`src/rtl/rtc_pkg.sv`:
```
package rtc_pkg;
  localparam int unsigned IDX_W  = 7;
  localparam int unsigned N_TIME = 10;

  localparam logic [6:0] IX_SEC  = 7'h00;
  localparam logic [6:0] IX_HR   = 7'h04;
  localparam logic [6:0] IX_STA  = 7'h0A;
  localparam logic [6:0] IX_STB  = 7'h0B;
  localparam logic [6:0] IX_STC  = 7'h0C;
  localparam logic [6:0] IX_MEM0 = 7'h0D;

  // field value as a plain number
  function automatic logic [7:0] dec_val(input logic [7:0] v, input logic bin);
    return bin ? v : 8'(v[7:4] * 10 + v[3:0]);
  endfunction

  // plain number to the stored format
  function automatic logic [7:0] enc_val(input logic [7:0] n, input logic bin);
    return bin ? n : {4'(n / 10), 4'(n % 10)};
  endfunction

  function automatic logic [7:0] month_days(input logic [7:0] mo, input logic [7:0] yr);
    case (mo)
      8'd2:                     return (yr[1:0] == 2'b00) ? 8'd29 : 8'd28;
      8'd4, 8'd6, 8'd9, 8'd11:  return 8'd30;
      default:                  return 8'd31;
    endcase
  endfunction

  function automatic logic [7:0] hr_to24(input logic [7:0] v, input logic bin, input logic h24);
    logic [7:0] h12;
    if (h24) return dec_val(v, bin);
    h12 = dec_val({1'b0, v[6:0]}, bin);
    return ((h12 == 8'd12) ? 8'd0 : h12) + (v[7] ? 8'd12 : 8'd0);
  endfunction

  function automatic logic [7:0] hr_from24(input logic [7:0] n, input logic bin, input logic h24);
    logic [7:0] h;
    logic [7:0] e;
    if (h24) return enc_val(n, bin);
    h = n % 12;
    if (h == 8'd0) h = 8'd12;
    e = enc_val(h, bin);
    return {(n >= 8'd12), e[6:0]};
  endfunction
endpackage

```
`src/rtl/rtc_time_core.sv`:
```
module rtc_time_core
  import rtc_pkg::*;
#(
  parameter int unsigned UIP_CYC = 8
) (
  input  logic                      clk,
  input  logic                      rst,
  input  logic                      tick,
  input  logic                      halt,
  input  logic                      bin_fmt,
  input  logic                      h24,
  input  logic                      wr_en,
  input  logic [IDX_W-1:0]          wr_idx,
  input  logic [7:0]                wr_data,
  output logic [N_TIME-1:0][7:0]    tq,
  output logic                      uip,
  output logic                      commit,
  output logic                      alarm_hit
);
  localparam int unsigned CW = $clog2(UIP_CYC + 1);

  logic          busy;
  logic [CW-1:0] cnt;
  logic [N_TIME-1:0][7:0] nx;

  always_ff @(posedge clk) begin
    if (rst) begin
      busy <= 1'b0;
      cnt  <= '0;
    end else if (busy) begin
      if (cnt == '0) busy <= 1'b0;
      else           cnt  <= cnt - 1'b1;
    end else if (tick && !halt) begin
      busy <= 1'b1;
      cnt  <= CW'(UIP_CYC - 1);
    end
  end

  assign uip    = busy;
  assign commit = busy && (cnt == '0);

  always_comb begin
    logic [7:0] s, m, h, dw, dm, mo, yr, dim;
    s  = dec_val(tq[0], bin_fmt);
    m  = dec_val(tq[2], bin_fmt);
    h  = hr_to24(tq[4], bin_fmt, h24);
    dw = dec_val(tq[6], bin_fmt);
    dm = dec_val(tq[7], bin_fmt);
    mo = dec_val(tq[8], bin_fmt);
    yr = dec_val(tq[9], bin_fmt);
    dim = month_days(mo, yr);
    s = s + 8'd1;
    if (s >= 8'd60) begin
      s = 8'd0;
      m = m + 8'd1;
      if (m >= 8'd60) begin
        m = 8'd0;
        h = h + 8'd1;
        if (h >= 8'd24) begin
          h  = 8'd0;
          dw = (dw >= 8'd7 || dw == 8'd0) ? 8'd1 : dw + 8'd1;
          dm = dm + 8'd1;
          if (dm > dim) begin
            dm = 8'd1;
            mo = mo + 8'd1;
            if (mo > 8'd12) begin
              mo = 8'd1;
              yr = (yr >= 8'd99) ? 8'd0 : yr + 8'd1;
            end
          end
        end
      end
    end
    nx    = tq;
    nx[0] = enc_val(s, bin_fmt);
    nx[2] = enc_val(m, bin_fmt);
    nx[4] = hr_from24(h, bin_fmt, h24);
    nx[6] = enc_val(dw, bin_fmt);
    nx[7] = enc_val(dm, bin_fmt);
    nx[8] = enc_val(mo, bin_fmt);
    nx[9] = enc_val(yr, bin_fmt);
  end

  assign alarm_hit = commit && (nx[0] == tq[1]) && (nx[2] == tq[3]) && (nx[4] == tq[5]);

  always_ff @(posedge clk) begin
    if (rst) begin
      for (int i = 0; i < int'(N_TIME); i++)
        tq[i] <= (i == 6 || i == 7 || i == 8) ? 8'h01 : 8'h00;
    end else begin
      for (int i = 0; i < int'(N_TIME); i++) begin
        if (wr_en && wr_idx == IDX_W'(i)) tq[i] <= wr_data;
        else if (commit)                  tq[i] <= nx[i];
      end
    end
  end
endmodule

```
`src/rtl/rtc_rate_div.sv`:
```
module rtc_rate_div #(
  parameter int unsigned DIV_W = 15
) (
  input  logic       clk,
  input  logic       rst,
  input  logic       restart,
  input  logic       fast_tick,
  input  logic [3:0] rate,
  output logic       pulse
);
  logic [DIV_W-1:0] cnt;
  logic [DIV_W-1:0] mask;

  assign mask  = (rate == 4'd0) ? '0 : DIV_W'((32'd1 << (rate - 4'd1)) - 32'd1);
  assign pulse = fast_tick && (rate != 4'd0) && ((cnt & mask) == mask);

  always_ff @(posedge clk) begin
    if (rst || restart) cnt <= '0;
    else if (fast_tick) cnt <= cnt + 1'b1;
  end
endmodule

```
`src/rtl/rtc_store.sv`:
```
module rtc_store #(
  parameter int unsigned AW = 7,
  parameter int unsigned DW = 8
) (
  input  logic          clk,
  input  logic          we,
  input  logic [AW-1:0] addr,
  input  logic [DW-1:0] wdata,
  output logic [DW-1:0] dout
);
  localparam int unsigned DEPTH = 1 << AW;

  logic [DW-1:0] mem [DEPTH];

  always_ff @(posedge clk) begin
    if (we) mem[addr] <= wdata;
    dout <= mem[addr];
  end
endmodule

```
`src/rtl/idx_rtc.sv`:
```
module idx_rtc
  import rtc_pkg::*;
#(
  parameter int unsigned UIP_CYC = 8,
  parameter int unsigned DIV_W   = 15
) (
  input  logic       clk,
  input  logic       rst,
  input  logic       bus_wr,
  input  logic       bus_rd,
  input  logic       bus_sel,
  input  logic [7:0] bus_wdata,
  output logic [7:0] bus_rdata,
  input  logic       sec_tick,
  input  logic       fast_tick,
  output logic       irq,
  output logic       nmi_gate
);
  logic [IDX_W-1:0]       idx_q;
  logic                   nmi_q;
  logic [6:0]             sta_q;
  logic [7:0]             stb_q;
  logic [2:0]             flg_q;
  logic [2:0]             flg_nxt;
  logic                   irq_q;
  logic [7:0]             rd_q;
  logic                   ram_sel_q;
  logic [7:0]             ram_dout;
  logic [N_TIME-1:0][7:0] tq;
  logic                   uip, commit, alarm_hit, pf_pulse;

  logic data_wr, data_rd, rd_c, is_time, is_mem;
  assign data_wr = bus_wr && bus_sel;
  assign data_rd = bus_rd && bus_sel;
  assign is_time = idx_q < IDX_W'(N_TIME);
  assign is_mem  = idx_q >= IX_MEM0;
  assign rd_c    = data_rd && idx_q == IX_STC;

  rtc_time_core #(.UIP_CYC(UIP_CYC)) u_core (
    .clk(clk), .rst(rst), .tick(sec_tick), .halt(stb_q[7]),
    .bin_fmt(stb_q[2]), .h24(stb_q[1]),
    .wr_en(data_wr && is_time), .wr_idx(idx_q), .wr_data(bus_wdata),
    .tq(tq), .uip(uip), .commit(commit), .alarm_hit(alarm_hit)
  );

  rtc_rate_div #(.DIV_W(DIV_W)) u_div (
    .clk(clk), .rst(rst), .restart(data_wr && idx_q == IX_STA),
    .fast_tick(fast_tick), .rate(sta_q[3:0]), .pulse(pf_pulse)
  );

  rtc_store #(.AW(IDX_W), .DW(8)) u_mem (
    .clk(clk), .we(data_wr && is_mem), .addr(idx_q),
    .wdata(bus_wdata), .dout(ram_dout)
  );

  // new events win over the clear-on-read
  assign flg_nxt = (rd_c ? 3'b000 : flg_q) | {pf_pulse, alarm_hit, commit};

  always_ff @(posedge clk) begin
    if (rst) begin
      idx_q <= '0;
      nmi_q <= 1'b0;
      sta_q <= '0;
      stb_q <= 8'h02;
      flg_q <= '0;
      irq_q <= 1'b0;
    end else begin
      if (bus_wr && !bus_sel) begin
        idx_q <= bus_wdata[6:0];
        nmi_q <= bus_wdata[7];
      end
      if (data_wr && idx_q == IX_STA) sta_q <= bus_wdata[6:0];
      if (data_wr && idx_q == IX_STB) stb_q <= bus_wdata;
      flg_q <= flg_nxt;
      irq_q <= |(flg_nxt & stb_q[6:4]);
    end
  end

  always_ff @(posedge clk) begin
    if (rst) begin
      rd_q      <= '0;
      ram_sel_q <= 1'b0;
    end else if (bus_rd) begin
      ram_sel_q <= bus_sel && is_mem;
      if (!bus_sel)               rd_q <= {nmi_q, idx_q};
      else if (is_time)           rd_q <= tq[idx_q[3:0]];
      else if (idx_q == IX_STA)   rd_q <= {uip, sta_q};
      else if (idx_q == IX_STB)   rd_q <= stb_q;
      else if (idx_q == IX_STC)   rd_q <= {1'b1, flg_q, 4'b0000};
      else                        rd_q <= '0;
    end
  end

  assign bus_rdata = ram_sel_q ? ram_dout : rd_q;
  assign irq       = irq_q;
  assign nmi_gate  = nmi_q;
endmodule

```
`config.mk`:
```
export PLATFORM = sky130hd
export DESIGN_NAME = idx_rtc
export DESIGN_NICKNAME = d
export VERILOG_FILES = /design/src/rtl/rtc_pkg.sv /design/src/rtl/rtc_time_core.sv /design/src/rtl/rtc_rate_div.sv /design/src/rtl/rtc_store.sv /design/src/rtl/idx_rtc.sv
export SDC_FILE = /design/constraint.sdc
export NUM_CORES = 2
export LEC_CHECK = 0
export ABC_CLOCK_PERIOD_IN_PS = 16700
export BUFFER_PORTS_ARGS = -buffer_cell sky130_fd_sc_hd__buf_2
export CORE_ASPECT_RATIO = 0.75
export CORE_MARGIN = 2
export CORE_UTILIZATION = 64
export CTS_CLUSTER_SIZE = 10
export DETAILED_ROUTE_END_ITERATION = 10
export GPL_TIMING_DRIVEN = 0
export PLACE_DENSITY = 0.92
export SETUP_SLACK_MARGIN = 0.2
export SLEW_MARGIN = 20
export SYNTH_ARGS = -nofsm -noshare
export SYNTH_HDL_FRONTEND = slang
export SYNTH_SLANG_ARGS = --single-unit
```
`constraint.sdc`:
```
create_clock -name clk -period 16.7 [get_ports clk]
set_input_delay 1.67 -clock clk [delete_from_list [all_inputs] [get_ports clk]]
set_output_delay 1.67 -clock clk [all_outputs]
set_load 0.01 [all_outputs]
```
==> impl_summary.log, run 1 <==
INFO  metric dominantRegCellSynth = sky130_fd_sc_hd__edfxtp_1
INFO  metric htree_levels = 4
INFO  metric dp.final_hpwl = 137000 um
INFO  metric io_pins = 25
INFO  metric syn-cell-area = 57100 um^2
INFO  metric status = did not finish
INFO  metric groute.usage.overall = 0.641
INFO  metric post_cts_resize_count = 4
INFO  metric synth_cells = 4061
INFO  metric yosys_warnings = 0
INFO  metric initial_core_utilization = 0.648
INFO  metric number_of_enable_flip_flop_cells_after_synthesis = 1024
INFO  metric port_buffers = 22
INFO  metric synth-seq-cells = 1168
INFO  metric die_w = 349 um
INFO  metric number_of_clock_buffers_inserted_by_tritoncts = 135
INFO  metric die_height = 263 um
INFO  metric gpl.final_weighted_congestion = 1.02
INFO  metric rows = 94
INFO  metric error_text_reported_by_the_tool = [ERROR GRT-0232] Routing congestion too high. Check the congestion heatmap in the GUI.
INFO  metric ys_types = 120
INFO  metric synth.yosys.seq_area_share = 0.590
INFO  metric placed_cell_area = 59300 um^2
INFO  metric async_set_reset_flop_share_out_of_synthesis = 0
INFO  metric halt_point_of_the_flow = global routing (5_1_grt)
INFO  metric worstEndpointType = register input
INFO  metric globalRouteOverflowTotal = 62
INFO  metric synth_top_cell_area_share = 0.539
INFO  metric ys_top_cells_by_area = sky130_fd_sc_hd__edfxtp_1 54%, sky130_fd_sc_hd__mux4_2 14%, sky130_fd_sc_hd__dfxtp_1 5.1%
INFO  metric clk_sinks = 1168
INFO  metric largest_net_degree_at_the_start_of_global_routing = 109
INFO  metric yosysTopAreaCell = sky130_fd_sc_hd__edfxtp_1
INFO  metric holdBufCountCts = 0
INFO  metric syn-mean-instance-area = 14.0 um^2
INFO  metric grt_antenna_before_repair = 81
INFO  metric max-clock-path-buffers = 3
INFO  metric root_buffer = sky130_fd_sc_hd__clkbuf_16
INFO  metric timing.grt.repair.worst_endpoint = irq$_SDFF_PP0_/D
INFO  metric post_cts_setup_buffer_count = 0
==> Yosys cell counts, drive strengths merged, types with 22 or more instances <==
cell type / instances
nand2: 328
nand2b: 29
and2: 29
ha: 93
edfxtp: 1024
mux2i: 46
mux4: 353
xor2: 28
or3: 27
a21oi: 203
buf: 74
nand3: 78
clkbuf: 157
a221oi: 27
dfxtp: 144
o21ai: 149
nand4: 29
a31oi: 36
o21a: 26
mux2: 42
a21o: 22
nor2: 382
nor3: 79
nor4: 25
a211oi: 50
inv: 64
xnor2: 80
o211ai: 57
or2: 30
==> routing by layer <==
layer  GRT overflow  global-route usage
met1              5               0.659
met2             25               0.771
met3              4               0.560
met4             26               0.515
met5              2               0.366
==> per-stage QoR <==
stage          TNS (ns)  instances  setup WS, ns  hold WS, ns
4_1_cts               0       5534         0.237        0.500
3_5_place_dp      -1.25       5351        -0.649        0.474
3_3_place_gp      -1.21       5338        -0.651        0.447
2_1_floorplan         0       4164          4.65        0.436
==> logic make-up after synthesis <==
group | Yosys count | synth area share
other | 1 | 0.0000657
adder cells (fa/ha/maj) | 118 | 0.0274
AO/OA/AOI/OAI | 807 | 0.0984
AND/OR/NAND/NOR | 1119 | 0.0908
buffers and inverters | 299 | 0.0214
XOR/XNOR | 108 | 0.0166
flip-flops | 1168 | 0.590
multiplexers | 441 | 0.156
==> run 2, diff against run 1 <==
Settings changed: CORE_ASPECT_RATIO 0.75 to default, CORE_UTILIZATION 64 to 40, CTS_CLUSTER_SIZE 10 to default, PLACE_DENSITY 0.92 to default, PLACE_DENSITY_LB_ADDON from default to 0.15, SETUP_SLACK_MARGIN 0.2 to default.
==> impl_summary.log, run 2 <==
INFO  metric via_count_of_the_first_global_routing_pass = 36100
INFO  metric worst_hold_slack = 0.460 ns
INFO  metric largest_register_ffs = 1024
INFO  metric critical_path.reg2reg.endpoint = irq
INFO  metric synth.most_common_cell = sky130_fd_sc_hd__edfxtp_1
INFO  metric synth.yosys.seq_area_share = 0.590
INFO  metric setup.worst_path.class = reg -> reg
INFO  metric dp.final_hpwl = 121000 um
INFO  metric worst_slack_at_placement = -1.46 ns
INFO  metric r2r_cells = 53
INFO  metric worstSetupStartpoint = stb_q[2]
INFO  metric cpPeakStageDelay = 0.62 ns
INFO  metric max-clock-path-buffers = 3
INFO  metric critPathMostFrequentCell = sky130_fd_sc_hd__buf_2
INFO  metric grt_antenna_before_repair = 8
INFO  metric period_minus_slack = 16.10 ns
INFO  metric dieArea = 146000 um^2
INFO  metric viasPerCell = 5.96
INFO  metric finalHoldViolations = 0
INFO  metric finish.utilization = 0.454
INFO  metric synth_top_cell_area_share = 0.539
INFO  metric drt_pre_antenna_iters = 8
INFO  metric tritoncts = yes
INFO  metric die_w = 382 um
INFO  metric drtAntennaViolNets = 0
INFO  metric routed_wire_length_per_instance = 27.5 um
INFO  metric root_buffer = sky130_fd_sc_hd__clkbuf_16
INFO  metric initial_core_utilization = 0.403
INFO  metric clk_sinks = 1168
INFO  metric crit_fanout = 19
INFO  metric status = complete, no violations
INFO  metric ir_worst_vdd = 0.0899 mV
INFO  metric syn-mean-instance-area = 14.0 um^2
INFO  metric cp.required = 17.30 ns
INFO  metric async_set_reset_flop_share_out_of_synthesis = 0
INFO  metric clk_transition_reported_paths = 0.07 ns
INFO  metric dominantRegCellSynth = sky130_fd_sc_hd__edfxtp_1
INFO  metric final_net_count = 4444
INFO  metric max_slew.worst_pin.slew = 1.25 ns
INFO  metric min_path_type = reg -> reg
INFO  metric io_pins = 25
INFO  metric globalRouteOverflowTotal = 0
INFO  metric fin_skew = 0.0424 ns
INFO  metric core_area = 142000 um^2
INFO  metric holdBufCountCts = 0
INFO  metric syn-cell-area = 57100 um^2
INFO  metric drt-initial-drc-count = 4466
INFO  metric cp-endpoint = irq
INFO  metric setup-violations-final = 0
INFO  metric area.growth.synth_to_final = 12.7%
INFO  metric post_cts_setup_buffer_count = 0
INFO  metric largest_net_degree_at_the_start_of_global_routing = 93
INFO  metric layout-drive-gt1-share = 0.173
INFO  metric regToRegSetupSlack = 0.60 ns
INFO  metric layout_commonest_cell = sky130_fd_sc_hd__edfxtp_1
INFO  metric rows = 138
INFO  metric die_height = 382 um
INFO  metric slew_headroom = 0.166
INFO  metric number_of_clock_buffers_inserted_by_tritoncts = 116
INFO  metric maxSlewViolCount = 0
INFO  metric drc = 0
INFO  metric worstSetupEndpointType = flop
INFO  metric ys_types = 120
INFO  metric report.power.total = 0.00687 W
INFO  metric ys_top_cells_by_area = sky130_fd_sc_hd__edfxtp_1 54%, sky130_fd_sc_hd__mux4_2 14%, sky130_fd_sc_hd__dfxtp_1 5.1%
INFO  metric cell_with_the_largest_stage_delay_on_the_worst_path = sky130_fd_sc_hd__o22ai_1
INFO  metric drt-total-wl = 174000 um
INFO  metric timing.max_cap.violations = 0
INFO  metric most-common-layout-cells = 1024 x sky130_fd_sc_hd__edfxtp_1, 382 x sky130_fd_sc_hd__nor2_1, 353 x sky130_fd_sc_hd__mux4_2
INFO  metric groute.usage.overall = 0.236
INFO  metric number_of_enable_flip_flop_cells_after_synthesis = 1024
INFO  metric layout_top_registers = u_mem.mem x1024, u_core.tq x80, u_div.cnt x15
INFO  metric top_register = u_mem.mem
INFO  metric worstReg2RegStart = stb_q[2]
INFO  metric yosys_warnings = 0
INFO  metric power.density_cell_area = 107 nW/um^2
INFO  metric smallest_setup_slack_after_layout = 0.602 ns
INFO  metric grt_pass1_wl = 253000 um
INFO  metric fmax = 62.1 MHz
INFO  metric synth-seq-cells = 1168
INFO  metric clock_insertion_delay_worst_skew = 0.74 ns
INFO  metric cp.arrival = 16.70 ns
INFO  metric route.vias.total = 37600
INFO  metric grt_setup_unrepaired = false
INFO  metric gpl.final_weighted_congestion = 0.906
INFO  metric htree_levels = 3
INFO  metric port_buffers = 22
INFO  metric worst_setup_start_kind = flop
INFO  metric synth_cells = 4061
INFO  metric cellLeakagePower = 20.7 nW
INFO  metric yosysTopAreaCell = sky130_fd_sc_hd__edfxtp_1
INFO  metric netlist_top_cells_count = 1024 x sky130_fd_sc_hd__edfxtp_1, 382 x sky130_fd_sc_hd__nor2_1, 353 x sky130_fd_sc_hd__mux4_2
INFO  metric post-route-period-util = 0.964
## run 2: cell counts after synthesis
No cell type changed its count.
## run 2: stage by stage
step                      instance area (um^2)  std cells  setup TNS [ns]
after floorplan                          57400       4164               0
after global placement                   59900       6076           -6.38
after detailed placement                 60300       6092           -5.27
after CTS                                64300       6310               0
after global routing                     64300       6313               0
final                                    64300       6314               0
## run 2: power by group
part           switching, W  internal [W]
clock network       0.00116       0.00156
logic              0.000563      0.000338
registers         0.0000307       0.00321
total               0.00175       0.00511
## run 2: worst min path at each step
| stage | end | cells past startpoint | start | slack [ns] |
|---|---|---|---|---|
| 2_1_floorplan | stb_q[0] | 2 | stb_q[0] | 0.44 |
| 3_3_place_gp | stb_q[3] | 2 | stb_q[3] | 0.45 |
| 3_5_place_dp | sta_q[6] | 2 | sta_q[6] | 0.45 |
| 4_1_cts | sta_q[6] | 2 | sta_q[6] | 0.46 |
| 5_1_grt | stb_q[3] | 2 | stb_q[3] | 0.48 |
| 6_report | sta_q[6] | 2 | sta_q[6] | 0.46 |
## run 2: kinds of logic (layout without fill, tap and decap cells)
family | after synthesis | after routing | share of synthesized area
other | 1 | 106 | 0.0000657
AND/OR/NAND/NOR | 1119 | 1119 | 0.0908
XOR/XNOR | 108 | 108 | 0.0166
flip-flops | 1168 | 1168 | 0.590
buffers and inverters | 299 | 557 | 0.0214
multiplexers | 441 | 441 | 0.156
AO/OA/AOI/OAI | 807 | 807 | 0.0984
adder cells (fa/ha/maj) | 118 | 118 | 0.0274
## run 2: worst max-delay path: cells and delay by family (launching register included)
family / cells / cell delay, ns
buffers and inverters: 24 / 7.38
AND/OR/NAND/NOR: 13 / 3.55
adder cells (fa/ha/maj): 5 / 1.31
flip-flops: 1 / 0.41
XOR/XNOR: 1 / 0.19
multiplexers: 1 / 0.41
AO/OA/AOI/OAI: 9 / 2.60
## run 2: routing by layer
layer,up-vias,GRT usage,routed length (um)
met5,-,0,7
li1,16600,-,-
met1,19300,0.348,77600
met4,2,0.0610,4670
met3,267,0.0397,13100
met2,1498,0.362,78400
## run 2: cell type report
class	count	area, um^2
Fill cell	12700	77300
Sequential cell	1168	33600
Multi-Input combinational cell	2697	22600
Clock buffer	141	3070
Tap cell	1890	2360
Buffer	230	1010
Clock inverter	78	876
Timing Repair Buffer	40	458
Inverter	68	258
Antenna cell	2	5.00
## run 2: what timing repair did
| action | 4_1_cts | 5_1_grt |
|---|---|---|
| resized for setup | 7 | 1 |
| setup endpoints to repair | 7 | 2 |
| pin swaps | 0 | 0 |
Note: power is estimated with default switching activity, not from simulation.
